[config.mk]
export PLATFORM = sky130hd
export DESIGN_NAME = rtc_time_core
export DESIGN_NICKNAME = d
export VERILOG_FILES = /design/src/rtl/rtc_time_pkg.sv /design/src/rtl/rtc_time_datapath.sv /design/src/rtl/rtc_time_ctrl.sv /design/src/rtl/rtc_time_core.sv
export SDC_FILE = /design/constraint.sdc
export NUM_CORES = 1
export LEC_CHECK = 0
export BUFFER_PORTS_ARGS = -buffer_cell sky130_fd_sc_hd__buf_2
export CAP_MARGIN = 25
export CORE_AREA = 2 2 115 117
export DETAILED_ROUTE_END_ITERATION = 7
export DIE_AREA = 0 0 117 119
export GPL_TIMING_DRIVEN = 1
export PLACE_DENSITY_LB_ADDON = 0.08
export SLEW_MARGIN = 15
export SYNTH_ARGS = -nofsm -noshare
export SYNTH_HDL_FRONTEND = slang
export SYNTH_SLANG_ARGS = --single-unit
[constraint.sdc]
create_clock -name clk -period 6.15 [get_ports clk]
set_clock_uncertainty 0.1 [all_clocks]
set_input_delay 0.615 -clock clk [delete_from_list [all_inputs] [get_ports clk]]
set_output_delay 0.615 -clock clk [all_outputs]
set_load 0.02 [all_outputs]
[src/rtl/rtc_time_pkg.sv]
package rtc_time_pkg;
  localparam int SEC_W    = 6;
  localparam int MIN_W    = 6;
  localparam int HOUR_W   = 5;
  localparam int DAY_W    = 16;
  localparam int N_FIELDS = 4;
  localparam int INT_W    = 16;
  localparam int UPD_BIT0 = 8;

  localparam int SEC_LAST  = 59;
  localparam int MIN_LAST  = 59;
  localparam int HOUR_LAST = 23;

  localparam int OFS_NOW0 = 'h00;
  localparam int OFS_UPD0 = 'h10;
  localparam int OFS_IEN  = 'h30;
  localparam int OFS_RAW  = 'h34;
  localparam int OFS_CLR  = 'h38;
  localparam int OFS_MSK  = 'h3C;
  localparam int OFS_PCTL = 'h58;
  localparam int OFS_PSTS = 'h5C;

  localparam logic [15:0] PWR_LOST = 16'h0096;

  typedef struct packed {
    logic [SEC_W-1:0]  sec;
    logic [MIN_W-1:0]  min;
    logic [HOUR_W-1:0] hour;
    logic [DAY_W-1:0]  day;
  } timeVal_t;

  // field index: 0 seconds, 1 minutes, 2 hours, 3 days
  typedef struct packed {
    logic                tick;
    logic [N_FIELDS-1:0] load;
    timeVal_t            staged;
  } ctrlStrobe_t;
endpackage

[src/rtl/rtc_time_datapath.sv]
module rtc_time_datapath
  import rtc_time_pkg::*;
(
  input  logic        clk,
  input  logic        rstN,
  input  ctrlStrobe_t strobe,
  output timeVal_t    now
);
  timeVal_t nxt;
  logic carrySec, carryMin, carryHour;

  always_comb begin
    nxt       = now;
    carrySec  = 1'b0;
    carryMin  = 1'b0;
    carryHour = 1'b0;
    if (strobe.tick) begin
      // seconds: always advance unless loaded
      if (strobe.load[0]) begin
        nxt.sec = strobe.staged.sec;
      end else if (now.sec >= SEC_W'(SEC_LAST)) begin
        nxt.sec  = '0;
        carrySec = 1'b1;
      end else begin
        nxt.sec = now.sec + 1'b1;
      end
      // minutes
      if (strobe.load[1]) begin
        nxt.min = strobe.staged.min;
      end else if (carrySec) begin
        if (now.min >= MIN_W'(MIN_LAST)) begin
          nxt.min  = '0;
          carryMin = 1'b1;
        end else begin
          nxt.min = now.min + 1'b1;
        end
      end
      // hours
      if (strobe.load[2]) begin
        nxt.hour = strobe.staged.hour;
      end else if (carryMin) begin
        if (now.hour >= HOUR_W'(HOUR_LAST)) begin
          nxt.hour  = '0;
          carryHour = 1'b1;
        end else begin
          nxt.hour = now.hour + 1'b1;
        end
      end
      // days wrap at the field width
      if (strobe.load[3]) begin
        nxt.day = strobe.staged.day;
      end else if (carryHour) begin
        nxt.day = now.day + 1'b1;
      end
    end
  end

  always_ff @(posedge clk or negedge rstN) begin
    if (!rstN) now <= '0;
    else       now <= nxt;
  end
endmodule

[src/rtl/rtc_time_ctrl.sv]
module rtc_time_ctrl
  import rtc_time_pkg::*;
#(
  parameter int COMMIT_CYCLES = 1000,
  parameter int ADDR_W        = 8,
  parameter int DATA_W        = 32
) (
  input  logic              clk,
  input  logic              rstN,
  input  logic              tickEn,
  input  logic              regWrEn,
  input  logic [ADDR_W-1:0] regAddr,
  input  logic [DATA_W-1:0] regWrData,
  input  timeVal_t          now,
  output ctrlStrobe_t       strobe,
  output logic [DATA_W-1:0] regRdData,
  output logic              irq
);
  localparam int CNT_W = $clog2(COMMIT_CYCLES + 1);

  logic [DAY_W-1:0]    stagedArr [N_FIELDS];
  logic [DAY_W-1:0]    nowArr    [N_FIELDS];
  logic [N_FIELDS-1:0] pend, wrHit, loadVec, rawUpd;
  logic [INT_W-1:0]    intEn, rawAll, maskedAll;
  logic [15:0]         pwrSts;
  logic                unusedHi;

  assign unusedHi = ^regWrData[DATA_W-1:INT_W];

  for (genvar i = 0; i < N_FIELDS; i++) begin : g_field
    localparam int FW = (i == 3) ? DAY_W : (i == 2) ? HOUR_W : SEC_W;
    logic [CNT_W-1:0] waitCnt;

    assign wrHit[i]   = regWrEn && (regAddr == ADDR_W'(OFS_UPD0 + 4 * i));
    assign loadVec[i] = pend[i] && (waitCnt == '0) && tickEn && !wrHit[i];

    always_ff @(posedge clk or negedge rstN) begin
      if (!rstN) begin
        pend[i]      <= 1'b0;
        waitCnt      <= '0;
        stagedArr[i] <= '0;
      end else if (wrHit[i]) begin
        pend[i]      <= 1'b1;
        waitCnt      <= CNT_W'(COMMIT_CYCLES);
        stagedArr[i] <= DAY_W'(regWrData[FW-1:0]);
      end else if (loadVec[i]) begin
        pend[i] <= 1'b0;
      end else if (pend[i] && waitCnt != '0) begin
        waitCnt <= waitCnt - 1'b1;
      end
    end
  end

  assign nowArr[0] = DAY_W'(now.sec);
  assign nowArr[1] = DAY_W'(now.min);
  assign nowArr[2] = DAY_W'(now.hour);
  assign nowArr[3] = now.day;

  assign strobe.tick        = tickEn;
  assign strobe.load        = loadVec;
  assign strobe.staged.sec  = stagedArr[0][SEC_W-1:0];
  assign strobe.staged.min  = stagedArr[1][MIN_W-1:0];
  assign strobe.staged.hour = stagedArr[2][HOUR_W-1:0];
  assign strobe.staged.day  = stagedArr[3];

  // status and enable registers; a commit outranks a clear
  always_ff @(posedge clk or negedge rstN) begin
    if (!rstN) begin
      rawUpd <= '0;
      intEn  <= '0;
      pwrSts <= PWR_LOST;
    end else begin
      if (regWrEn && regAddr == ADDR_W'(OFS_CLR))
        rawUpd <= (rawUpd & ~regWrData[UPD_BIT0 +: N_FIELDS]) | loadVec;
      else
        rawUpd <= rawUpd | loadVec;
      if (regWrEn && regAddr == ADDR_W'(OFS_IEN))
        intEn <= regWrData[INT_W-1:0];
      if (regWrEn && regAddr == ADDR_W'(OFS_PCTL))
        pwrSts <= {regWrData[15:8], pwrSts[7:0] & ~regWrData[7:0]};
    end
  end

  assign rawAll    = INT_W'(rawUpd) << UPD_BIT0;
  assign maskedAll = rawAll & intEn;
  assign irq       = |maskedAll;

  always_comb begin
    regRdData = '0;
    for (int i = 0; i < N_FIELDS; i++) begin
      if (regAddr == ADDR_W'(OFS_NOW0 + 4 * i)) regRdData = DATA_W'(nowArr[i]);
      if (regAddr == ADDR_W'(OFS_UPD0 + 4 * i)) regRdData = DATA_W'(stagedArr[i]);
    end
    if (regAddr == ADDR_W'(OFS_IEN))  regRdData = DATA_W'(intEn);
    if (regAddr == ADDR_W'(OFS_RAW))  regRdData = DATA_W'(rawAll);
    if (regAddr == ADDR_W'(OFS_MSK))  regRdData = DATA_W'(maskedAll);
    if (regAddr == ADDR_W'(OFS_PSTS)) regRdData = DATA_W'(pwrSts);
  end
endmodule

[src/rtl/rtc_time_core.sv]
module rtc_time_core
  import rtc_time_pkg::*;
#(
  parameter int COMMIT_CYCLES = 1000,
  parameter int ADDR_W        = 8,
  parameter int DATA_W        = 32
) (
  input  logic              clk,
  input  logic              rstN,
  input  logic              tickEn,
  input  logic              regWrEn,
  input  logic [ADDR_W-1:0] regAddr,
  input  logic [DATA_W-1:0] regWrData,
  output logic [DATA_W-1:0] regRdData,
  output logic              irq
);
  timeVal_t    nowVal;
  ctrlStrobe_t strobe;

  rtc_time_ctrl #(
    .COMMIT_CYCLES(COMMIT_CYCLES),
    .ADDR_W(ADDR_W),
    .DATA_W(DATA_W)
  ) u_ctrl (
    .clk(clk),
    .rstN(rstN),
    .tickEn(tickEn),
    .regWrEn(regWrEn),
    .regAddr(regAddr),
    .regWrData(regWrData),
    .now(nowVal),
    .strobe(strobe),
    .regRdData(regRdData),
    .irq(irq)
  );

  rtc_time_datapath u_dp (
    .clk(clk),
    .rstN(rstN),
    .strobe(strobe),
    .now(nowVal)
  );
endmodule

==> flow_summary_export.csv <==
group,metric,value,unit
worst_setup_path,slowest_stage,"nor4bb_1",
finish,layout.nets,919,
routing,num_vias,6593,
timing,setup_viol,0,
worst_setup_path,critical_path.startpoint_type,"input port",
routing,drt_first_pass_iters,5,
worst_setup_path,critPathMaxFanout,26,
floorplan,die_h,119,µm
worst_setup_path,critical_path_class,"input port to output port",
routing,drt_iter0_drc,749,
floorplan,num_rows,42,
worst_setup_path,cp-startpoint,"regAddr[4]",
clock_network,cts_tree,"done",
finish,fin_util,68.6,%
clock_network,cts.sinks,146,
worst_setup_path,r2r_slack,2.73,ns
timing,hold_viol,0,
timing,post-route-period-util,63.0,%
place,dp_hpwl,13.4,mm
finish,drive_above_1_share,16.1,%
yosys,synth.most_common_cell,"dfrtp_1",
timing,grt_setup_unrepaired,"false",
yosys,yosys_register_bits,146,
yosys,synthTopCellsByCount,"142 x dfrtp_1, 134 x nand2_1, 66 x nor2_1",
clock_network,cts_resized,0,
clock_network,hold_buffers,0,
yosys,synth_edf_count,0,
floorplan,ios,77,
clock_network,cts_buffer_depth,2,
routing,vias_per_cell,6.26,
global_routing,grt_max_degree,84,
floorplan,die_area,13900,µm²
power_and_ir_drop,cellLeakagePower,3.90,nW
yosys,synth_area_per_cell,9.51,µm²
clock_network,clk_pin_slew,0.06,ns
floorplan,die_x,117,µm
worst_setup_path,cp.arrival,3.16,ns
place,io_buffers,44,
clock_network,cts_root_buffer,"clkbuf_16",
routing,drt_drc_violations_left,0,
yosys,synth_cell_types,67,
timing,tightest_slew,1.02,ns
timing,maxSlewViolCount,0,
yosys,yosysWarnings,0,
routing,routedWlPerCell,18.8,µm
global_routing,first_global_vias,6181,
floorplan,start_util,61.4,%
yosys,syn_inst,831,
worst_setup_path,crit_cells,7,
clock_network,cts_made_buffers,17,
global_routing,grt_usage,29.7,%
power_and_ir_drop,powerDensity,297,nW/µm²
global_routing,grt_pass1_wl,31.7,mm
global_routing,grt_overflow,0,
worst_setup_path,required,5.43,ns
timing,tns,0,ns
yosys,netlist_top_cells_area,"dfrtp_1 45%, nand2_1 6.4%, mux2_2 5.8%",
worst_setup_path,r2r_start,"u_ctrl.g_field[2].waitCnt[0]",
worst_setup_path,crit_path_end_kind,"output port",
routing,final_antenna_net_count,0,
yosys,ys_seq_area_share,46.3,%
timing,period_minus_slack,3.87,ns
timing,relSlewSlack,31.9,%
finish,n_antenna_cell,0,
worst_setup_path,reg2regPathDepth,8,
worst_setup_path,crit_chain,"buf_2 -> nor4bb_1 -> and2_1 -> a221o_1 -> a21oi_1 -> o31ai_1 -> buf_2",
yosys,async_reset_ff_share,100,%
place,gp_congestion,0.915,
yosys,syn-cell-area,7900,µm²
outcome,status,"complete, no violations",
floorplan,core_area,12900,µm²
worst_setup_path,cp_common_cell,"buf_2",
job,max_cap_viol_count,0,
worst_setup_path,crit_family,"simple AND/OR/NAND/NOR gates",
power_and_ir_drop,ir_worst_vdd,0.307,mV
worst_setup_path,max_stage_delay,0.78,ns
yosys,synthFlopType,"dfrtp_1",
clock_network,clk-insertion-delay-late,0.43,ns
clock_network,htree_levels,4,
global_routing,antenna_found_initial,0,
worst_hold_path,hold_path.class,"input port to asynchronous set/reset pin",
worst_setup_path,path_buf_inv,2,
routing,routed_wl,19.8,mm
yosys,yosysTopAreaCell,"dfrtp_1",
timing,clock.fmax,258,MHz
clock_network,post_cts_buffers,0,
finish,area_growth,11.9,%
yosys,yosysTopAreaCellShare,45.0,%
-- placed cells by master, fill, tap and decap left out, types with 21 or more instances in the layout --
cell     instances
nand3_1         21
mux2_2          41
nor2_1          66
dfrtp_1        142
nand2_1        134
o21ai_0         39
nor3_1          24
xnor2_1         37
buf_2           44
inv_1           23
a21oi_1         41
-- sequential cells by signal, summed over array words and instances, names as in the netlist --
name                    flops
u_ctrl.rawUpd               4
u_ctrl.strobe              33
u_ctrl.pwrSts              16
u_ctrl.g_field.waitCnt     40
u_dp.now                   33
u_ctrl.intEn               16
u_ctrl.pend                 4
-- layer usage --
| layer | routed length, µm | global-route usage [%] | part of all wire (%) | up-vias |
|---|---|---|---|---|
| li1 | - | - | - | 3044 |
| met1 | 8860 | 43.0 | 45 | 3229 |
| met2 | 8900 | 43.5 | 45 | 280 |
| met3 | 1580 | 7.74 | 8.0 | 40 |
| met4 | 446 | 10.3 | 2.3 | 0 |
| met5 | 0 | 0 | 0 | - |
-- report_power, final --
part           switching (mW)  leakage [nW]  total (mW)  internal, mW
sequential              0.108          1.80        1.17          1.06
combinational           0.195          1.80       0.337         0.142
clock                   0.414         0.305        1.12         0.704
-- layout make-up --
class / count / area [µm²]
Inverter: 23 / 86.3
Clock inverter: 11 / 175
Tap cell: 176 / 220
Timing Repair Buffer: 53 / 299
Sequential cell: 146 / 3660
Multi-Input combinational cell: 624 / 3940
Clock buffer: 21 / 460
Fill cell: 1014 / 4040
-- path summary, 6_finish.rpt --
kind                                                endpoint
worst max-delay path                            regRdData[2]
worst min-delay path            u_ctrl.g_field[0].waitCnt[5]
worst max register to register                   u_dp.now[1]
worst min register to register              u_ctrl.pwrSts[7]
max in group asynchronous       u_ctrl.g_field[2].waitCnt[5]
min in group clk                            u_ctrl.pwrSts[7]
-- cell families (layout without fill, tap and decap cells) --
group           Yosys count  in the layout  synth area share [%]
fa+ha+maj                10             10                  1.58
compound gates          172            172                  15.1
other cells               1             16                0.0475
flops                   146            146                  46.3
xor+xnor                 44             44                  4.88
buf+inv                  76            108                  4.62
simple gates            334            334                  20.7
mux                      48             48                  6.73
-- stage by stage --
stage | setup slack [ns] | hold WS, ns | total power [mW] | instance area, µm² | instances
floorplan | 2.89 | 0.219 | 1.40 | 7960 | 846
global placement | 1.89 | 0.370 | 1.48 | 8180 | 1020
detailed placement | 1.82 | 0.373 | 1.51 | 8180 | 1020
CTS | 2.24 | 0.166 | 2.63 | 8820 | 1052
global route | 2.08 | 0.161 | 2.74 | 8840 | 1054
finish | 2.28 | 0.113 | 2.62 | 8840 | 1054
-- worst register-to-register path, delay by kind of cell (launching register included) --
family | cells | cell delay [ns]
flops | 1 | 0.38
compound gates | 2 | 0.88
simple gates | 3 | 1.38
fa+ha+maj | 1 | 0.18
mux | 1 | 0.23
buf+inv | 1 | 0.11
Note: power is estimated with default switching activity, not from simulation.
